## src/rtl/spy_pkg.sv

```systemverilog
// Shared types and the status word layout for the event spy capture block.
// Assumes a 64-bit stream; the status word is built to that width.
package spy_pkg;

    localparam int SPY_DW = 64;
    localparam logic [7:0] SPY_SIG = 8'hA5;

    typedef enum logic [2:0] {
        ST_IDLE,
        ST_SEEK,
        ST_EVT,
        ST_STAT,
        ST_DONE
    } spy_state_t;

    // Pack the end-of-capture status word.
    function automatic logic [SPY_DW-1:0] spy_status(
        input logic        mode,
        input logic        full,
        input logic        trunc,
        input logic [15:0] cnt
    );
        return {SPY_SIG, 37'd0, mode, full, trunc, cnt};
    endfunction

endpackage

```

## src/rtl/spy_ram.sv

```systemverilog
// Simple dual-port synchronous RAM used as the spy store.
// One write port, one registered read port; read-during-write gives old data.
module spy_ram #(
    parameter int DW = 64,
    parameter int AW = 6
) (
    input  logic          clk,
    input  logic          we,
    input  logic [AW-1:0] waddr,
    input  logic [DW-1:0] wdata,
    input  logic [AW-1:0] raddr,
    output logic [DW-1:0] rdata
);
    localparam int DEPTH = 1 << AW;

    logic [DW-1:0] mem [DEPTH];

    // Write port.
    always_ff @(posedge clk) begin
        if (we) mem[waddr] <= wdata;
    end

    // Registered read port.
    always_ff @(posedge clk) begin
        rdata <= mem[raddr];
    end
endmodule

```

## src/rtl/spy_ptrs.sv

```systemverilog
// Write and read pointers for the spy store, with ring-full detection.
// Pointers carry one extra wrap bit. The read pointer only moves in
// capture-all mode and never passes the write pointer.
module spy_ptrs #(
    parameter int AW = 6
) (
    input  logic        clk,
    input  logic        rst_n,
    input  logic        clear,
    input  logic        mode_all,
    input  logic        wr_adv,
    input  logic        rd_free,
    output logic [AW:0] wptr,
    output logic        ring_full
);
    localparam int DEPTH = 1 << AW;
    localparam logic [AW:0] DEPTH_V = (AW+1)'(DEPTH);

    logic [AW:0] rptr;
    logic [AW:0] used;

    // Advance the write pointer on every stored word.
    always_ff @(posedge clk) begin
        if (!rst_n || clear) wptr <= '0;
        else if (wr_adv)     wptr <= wptr + 1'b1;
    end

    // Advance the read pointer when the bridge frees a word in ring mode.
    always_ff @(posedge clk) begin
        if (!rst_n || clear)                             rptr <= '0;
        else if (mode_all && rd_free && (rptr != wptr))  rptr <= rptr + 1'b1;
    end

    assign used      = wptr - rptr;
    assign ring_full = (wptr[AW] != rptr[AW]) && (wptr[AW-1:0] == rptr[AW-1:0]);

    // The ring never holds more than DEPTH unreleased words.
    p_no_overflow_r7: assert property (@(posedge clk) disable iff (!rst_n)
        mode_all |-> (used <= DEPTH_V));
endmodule

```

## src/rtl/spy_fsm.sv

```systemverilog
// Capture sequencer: event boundary tracking, event counting, end-of-capture
// decision and status word generation. Assumes the stream source holds a beat
// while the stall output is high.
module spy_fsm #(
    parameter int AW = 6,
    parameter int CW = 10
) (
    input  logic                      clk,
    input  logic                      rst_n,
    input  logic                      arm,
    input  logic                      mode_all_i,
    input  logic [CW-1:0]             target_i,
    input  logic                      in_valid,
    input  logic                      in_sop,
    input  logic                      in_eop,
    input  logic [AW:0]               wptr,
    input  logic                      ring_full,
    output logic                      mode_q,
    output logic                      stall,
    output logic                      wr_en,
    output logic                      wr_status,
    output logic [spy_pkg::SPY_DW-1:0] status_word,
    output logic                      active,
    output logic                      done
);
    import spy_pkg::*;

    localparam int DEPTH = 1 << AW;
    localparam logic [AW:0] LAST_SLOT = (AW+1)'(DEPTH - 2);
    localparam logic [AW:0] DEPTH_V   = (AW+1)'(DEPTH);
    localparam logic [CW:0] MAX_EVT   = {1'b1, {CW{1'b0}}};

    spy_state_t  state;
    logic [CW:0] target_q;
    logic [CW:0] evt_cnt;
    logic [CW:0] cnt_next;
    logic        full_q;
    logic        trunc_q;
    logic        open_st;
    logic        take;
    logic        hit;
    logic        last_slot;

    assign open_st   = (state == ST_SEEK) || (state == ST_EVT);
    assign stall     = mode_q && open_st && ring_full;
    assign take      = in_valid && !stall &&
                       (((state == ST_SEEK) && in_sop) || (state == ST_EVT));
    assign cnt_next  = evt_cnt + 1'b1;
    assign hit       = in_eop && (cnt_next == target_q);
    assign last_slot = (wptr == LAST_SLOT);

    assign wr_status   = (state == ST_STAT);
    assign wr_en       = take || wr_status;
    assign status_word = spy_status(mode_q, full_q, trunc_q, 16'(evt_cnt));
    assign active      = open_st || wr_status;
    assign done        = (state == ST_DONE);

    // Sequence a capture from arm through event tracking to its end.
    always_ff @(posedge clk) begin
        if (!rst_n) begin
            state    <= ST_IDLE;
            mode_q   <= 1'b0;
            target_q <= '0;
            evt_cnt  <= '0;
            full_q   <= 1'b0;
            trunc_q  <= 1'b0;
        end else if (arm) begin
            state    <= ST_SEEK;
            mode_q   <= mode_all_i;
            target_q <= (target_i == '0) ? MAX_EVT : {1'b0, target_i};
            evt_cnt  <= '0;
            full_q   <= 1'b0;
            trunc_q  <= 1'b0;
        end else begin
            case (state)
                ST_SEEK, ST_EVT: begin
                    if (take) begin
                        if (in_eop) evt_cnt <= cnt_next;
                        if (!mode_q && (hit || last_slot)) begin
                            state   <= ST_STAT;
                            full_q  <= last_slot;
                            trunc_q <= !in_eop;
                        end else begin
                            state <= in_eop ? ST_SEEK : ST_EVT;
                        end
                    end
                end
                ST_STAT: state <= ST_DONE;
                default: ;
            endcase
        end
    end

    // A capture opens only on a start marker.
    p_open_on_sop_r2: assert property (@(posedge clk) disable iff (!rst_n)
        ((state == ST_SEEK) && wr_en) |-> in_sop);

    // Done holds until the next arm.
    p_done_hold_r3: assert property (@(posedge clk) disable iff (!rst_n)
        (done && !arm) |=> done);

    // The counted event total never passes the target.
    p_cnt_bound_r3: assert property (@(posedge clk) disable iff (!rst_n)
        (!mode_q && (state != ST_IDLE)) |-> (evt_cnt <= target_q));

    // Counted capture never writes beyond the last address.
    p_counted_bound_r5: assert property (@(posedge clk) disable iff (!rst_n)
        !mode_q |-> (wptr <= DEPTH_V));

    // Ring mode never finishes.
    p_ring_no_done_r10: assert property (@(posedge clk) disable iff (!rst_n)
        (mode_q && !arm) |=> !done);
endmodule

```

## src/rtl/spy_capture.sv

```systemverilog
// Event spy capture controller top. Copies framed events from a 64-bit stream
// into a spy RAM in counted or capture-all mode, and serves a bridge read port.
// Assumes ADDR_W >= 2 and that the source holds a beat while in_stall is high.
module spy_capture #(
    parameter int ADDR_W = 6,
    parameter int CNT_W  = 10
) (
    input  logic              clk,
    input  logic              rst_n,
    input  logic              arm,
    input  logic              mode_all,
    input  logic [CNT_W-1:0]  evt_target,
    input  logic              in_valid,
    input  logic [63:0]       in_data,
    input  logic              in_sop,
    input  logic              in_eop,
    output logic              in_stall,
    input  logic [ADDR_W-1:0] rd_addr,
    output logic [63:0]       rd_data,
    input  logic              rd_free,
    output logic              cap_active,
    output logic              cap_done,
    output logic [ADDR_W:0]   spy_wptr
);
    logic        mode_q;
    logic        wr_en;
    logic        wr_status;
    logic        ring_full;
    logic [63:0] status_word;
    logic [63:0] wr_data;

    spy_fsm #(.AW(ADDR_W), .CW(CNT_W)) u_fsm (
        .clk         (clk),
        .rst_n       (rst_n),
        .arm         (arm),
        .mode_all_i  (mode_all),
        .target_i    (evt_target),
        .in_valid    (in_valid),
        .in_sop      (in_sop),
        .in_eop      (in_eop),
        .wptr        (spy_wptr),
        .ring_full   (ring_full),
        .mode_q      (mode_q),
        .stall       (in_stall),
        .wr_en       (wr_en),
        .wr_status   (wr_status),
        .status_word (status_word),
        .active      (cap_active),
        .done        (cap_done)
    );

    spy_ptrs #(.AW(ADDR_W)) u_ptrs (
        .clk       (clk),
        .rst_n     (rst_n),
        .clear     (arm),
        .mode_all  (mode_q),
        .wr_adv    (wr_en),
        .rd_free   (rd_free),
        .wptr      (spy_wptr),
        .ring_full (ring_full)
    );

    assign wr_data = wr_status ? status_word : in_data;

    spy_ram #(.DW(64), .AW(ADDR_W)) u_ram (
        .clk   (clk),
        .we    (wr_en),
        .waddr (spy_wptr[ADDR_W-1:0]),
        .wdata (wr_data),
        .raddr (rd_addr),
        .rdata (rd_data)
    );

    // A release on a full ring lifts the stall on the next cycle.
    p_release_r8: assert property (@(posedge clk) disable iff (!rst_n)
        (in_stall && rd_free && !arm) |=> !in_stall);

    // Counted mode never stalls the stream.
    p_counted_no_stall_r6: assert property (@(posedge clk) disable iff (!rst_n)
        (!mode_q && !arm) |=> !in_stall);
endmodule

```

## config.mk

```make
export PLATFORM = sky130hd
export DESIGN_NAME = spy_capture
export DESIGN_NICKNAME = d
export VERILOG_FILES = /design/src/rtl/spy_pkg.sv /design/src/rtl/spy_ram.sv /design/src/rtl/spy_ptrs.sv /design/src/rtl/spy_fsm.sv /design/src/rtl/spy_capture.sv
export SDC_FILE = /design/constraint.sdc
export NUM_CORES = 2
export LEC_CHECK = 0
export BUFFER_PORTS_ARGS = -buffer_cell sky130_fd_sc_hd__clkbuf_2
export CAP_MARGIN = 10
export CORE_ASPECT_RATIO = 1.75
export CORE_UTILIZATION = 30
export CTS_CLUSTER_DIAMETER = 80
export DETAILED_ROUTE_END_ITERATION = 10
export GPL_TIMING_DRIVEN = 0
export PLACE_DENSITY_LB_ADDON = 0.08
export SYNTH_ARGS = -nofsm -noshare
export SYNTH_HDL_FRONTEND = slang
export SYNTH_HIERARCHICAL = 1
export SYNTH_SLANG_ARGS = --single-unit
```

## constraint.sdc

```tcl
create_clock -name clk -period 9.1 [get_ports clk]
set_clock_uncertainty 0.15 [all_clocks]
set_input_delay 1.365 -clock clk [delete_from_list [all_inputs] [get_ports clk]]
set_output_delay 1.365 -clock clk [all_outputs]
set_load 0.01 [all_outputs]
```

==> flow_summary_export.csv <==
group,metric,value,unit
worst_setup_path,arrival,6.09,ns
yosys,synth_top_area_share,76.8,%
sta,setup_tns,0,ns
route,wirelength,580000,µm
finish,multi_input_comb_area,33300,µm²
yosys,synth-edff-count,4096,
sta,post-route-min-period,5.48,ns
route,wl_per_cell,38.0,µm
clock_tree,clk_latency,0.96,ns
sta,slew_headroom,7.78,%
route,drtPass1Iterations,6,
sta,finalMaxSlewViolations,0,
power,p_leak,0.0592,µW
sta,rsz0062_at_grt,"false",
yosys,synth_seq_area_share,78.1,%
global_routing,grt_usage,21.3,%
yosys,ys_warn_count,6,
route,detail-route-antenna-nets,0,
yosys,ys_types,69,
sta,tightest_slew,1.38,ns
clock_tree,htree_levels,5,
finish,fillers,49100,
die,rows,354,
clock_tree,clkTransAtPathRegs,0.07,ns
finish,nets,8022,
sta,setup_viol,0,
route,vias,79300,
global_routing,grt_start_max_net_pins,65,
yosys,yosys-top-cells-area,"edfxtp_1, mux4_2, dfxtp_1, mux2i_1, a22oi_1",
power,ir_worst_vdd,0.000151,V
placement,place.gp.congestion,0.774,
clock_tree,post_cts_buffers,0,
clock_tree,cts_resized,0,
worst_setup_path,worstPathRequired,9.70,ns
yosys,synthArstFlopShare,0,%
sta,fmax,182,MHz
global_routing,grt_pass1_vias,83900,
sta,timing_hold_violations_final,0,
route,dr.first_iter.drc_count,7797,
yosys,yosysTopAreaCell,"edfxtp_1",
route,drcViolationCount,0,
clock_tree,holdBufCountCts,0,
placement,dp_cells,14500,
placement,placed_area,176000,µm²
die,dieHeight,969,µm
global_routing,grt_pass1_wl,770000,µm
run_status,outcome,"completed",
worst_setup_path,path_max_fanout,10,
die,die-area,537000,µm²
sta,fin_crit_sh,60.2,%
die,start_util,30.1,%
global_routing,antenna_found_initial,63,
yosys,syn_area,160000,µm²
yosys,syn_avg_cell_area,22.9,µm²
yosys,ys_ff_latch,4202,
die,io-pin-count,162,
die,chipWidth,554,µm
worst_setup_path,crit_path_start_kind,"input port",
clock_tree,cts-root-buf,"clkbuf_16",
finish,seqCellArea,125000,µm²
worst_setup_path,crit_type,"input port to flip-flop",
min_path,hp-class,"flip-flop to flip-flop",
placement,dp_hpwl,404000,µm
clock_tree,cts_buffers,414,
finish,drive_gt1_share,30.6,%
placement,io_buffer_count,157,
route,via_per_inst,5.20,
clock_tree,cts_tree,"yes",
finish,utilization,35.7,%
power,power.density,217,nW/µm²
run,cap_violations,0,
die,core_area,532000,µm²
worst_setup_path,cp-end-kind,"flip-flop",
yosys,synth-main-ff-cell,"edfxtp_1",
finish,area_growth,18.5,%
finish,fin_cells,15200,
finish,final_cell_area,190000,µm²
clock_tree,clock_path_buffers,4,
clock_tree,clock-sinks,4202,
yosys,synthCells,7010,
global_routing,overflow,0,
-- stage by stage --
stage	hold slack, ns	power, µW	setup slack, ns
6_report	0.338	41100	3.62
5_1_grt	0.349	42200	3.63
4_1_cts	0.335	41600	3.56
3_5_place_dp	0.323	24100	2.52
3_3_place_gp	0.322	24000	-8.38
2_1_floorplan	0.299	22900	1.53
-- cells in the final DEF, fill, tap and decap left out, drive strengths merged, types with 38 or more instances in the layout --
cell	n
a211oi	66
a22o	91
a22oi	168
and3	69
buf	597
bufinv	49
clkbuf	804
clkinv	188
conb	50
dfxtp	106
edfxtp	4096
inv	38
mux2	64
mux2i	148
mux4	1024
nand2	85
nand3	51
nor2	154
o221ai	38
o22ai	83
-- power breakdown --
| part | total, µW | switching, µW | internal [µW] |
|---|---|---|---|
| logic | 2250 | 1560 | 695 |
| registers | 21300 | 21.3 | 21300 |
| clock network | 17600 | 7670 | 9890 |
-- per-layer routing --
metal | wire (µm) | track usage (%) | part of all wire [%] | up-vias
met5 | 71 | 0 | 0.012 | -
met2 | 322000 | 40.9 | 56 | 2361
met3 | 23000 | 2.14 | 4.0 | 666
li1 | - | - | - | 31700
met1 | 216000 | 24.7 | 37 | 44600
met4 | 18600 | 6.31 | 3.2 | 12
-- cell usage after synthesis (all sizes together) (15+ instances only) --
| library cell | n |
|---|---|
| o22ai | 83 |
| a31oi | 29 |
| clkbuf | 148 |
| edfxtp | 4096 |
| nand2b | 15 |
| xor2 | 19 |
| mux2 | 64 |
| mux4 | 1024 |
| nand3 | 51 |
| a22o | 91 |
| o221ai | 38 |
| or3 | 36 |
| nor2b | 32 |
| mux2i | 148 |
| dfxtp | 106 |
| or2 | 28 |
| a211oi | 66 |
| a41oi | 26 |
| and3 | 69 |
| a22oi | 168 |
| a2bb2oi | 19 |
| buf | 297 |
| inv | 23 |
| nand2 | 85 |
| nor2 | 154 |
-- critical path, stage by stage --
cell and delay [ns]:
buf_4 0.22, buf_2 0.45, buf_2 0.45, nand2_1 0.82, clkbuf_1 0.88, a2bb2oi_1 0.67
a31oi_1 0.30, a211oi_1 0.79
-- kinds of logic after synthesis --
| logic type | Yosys count | synth area share [%] |
|---|---|---|
| AO/OA/AOI/OAI | 557 | 2.65 |
| XOR/XNOR | 31 | 0.179 |
| adder cells (fa/ha/maj) | 3 | 0.0234 |
| buffers and inverters | 469 | 1.54 |
| flip-flops | 4202 | 78.1 |
| multiplexers | 1236 | 15.9 |
| other | 2 | 0.00469 |
| AND/OR/NAND/NOR | 510 | 1.61 |
-- layout make-up --
type / instances / area share [%]
plain buffers: 445 / 1.26
repair buffers: 457 / 3.55
flip-flops and latches: 4202 / 65.9
inverters: 24 / 0.0474
clock buffers: 499 / 5.71
clock inverters: 265 / 1.42
multi-input cells: 2387 / 17.6
well taps: 6942 / 4.57
diodes: 23 / 0.0303
-- path summary, 6_finish.rpt --
| path | startpoint | to | slack [ns] | cells past startpoint |
|---|---|---|---|---|
| setup / recovery | rd_addr[1] | u_ram/rdata[56] | 3.62 | 8 |
| hold / removal | u_fsm/full_q | u_fsm/full_q | 0.34 | 2 |
| setup reg to reg | u_ptrs/wptr[4] | u_ram/mem[47][35] | 3.83 | 13 |
| hold reg to reg | u_fsm/full_q | u_fsm/full_q | 0.34 | 2 |
-- flip-flops by register name, summed over array words and instances, names as in the netlist --
signal	count
u_ram/rdata	64
u_ram/mem	4096
u_fsm/full_q	1
u_fsm/evt_cnt	11
u_fsm/state	3
u_fsm/trunc_q	1
u_fsm/mode_q	1
u_ptrs/wptr	7
u_ptrs/rptr	7
u_fsm/target_q	11
Power figures use the tool's default switching activity.
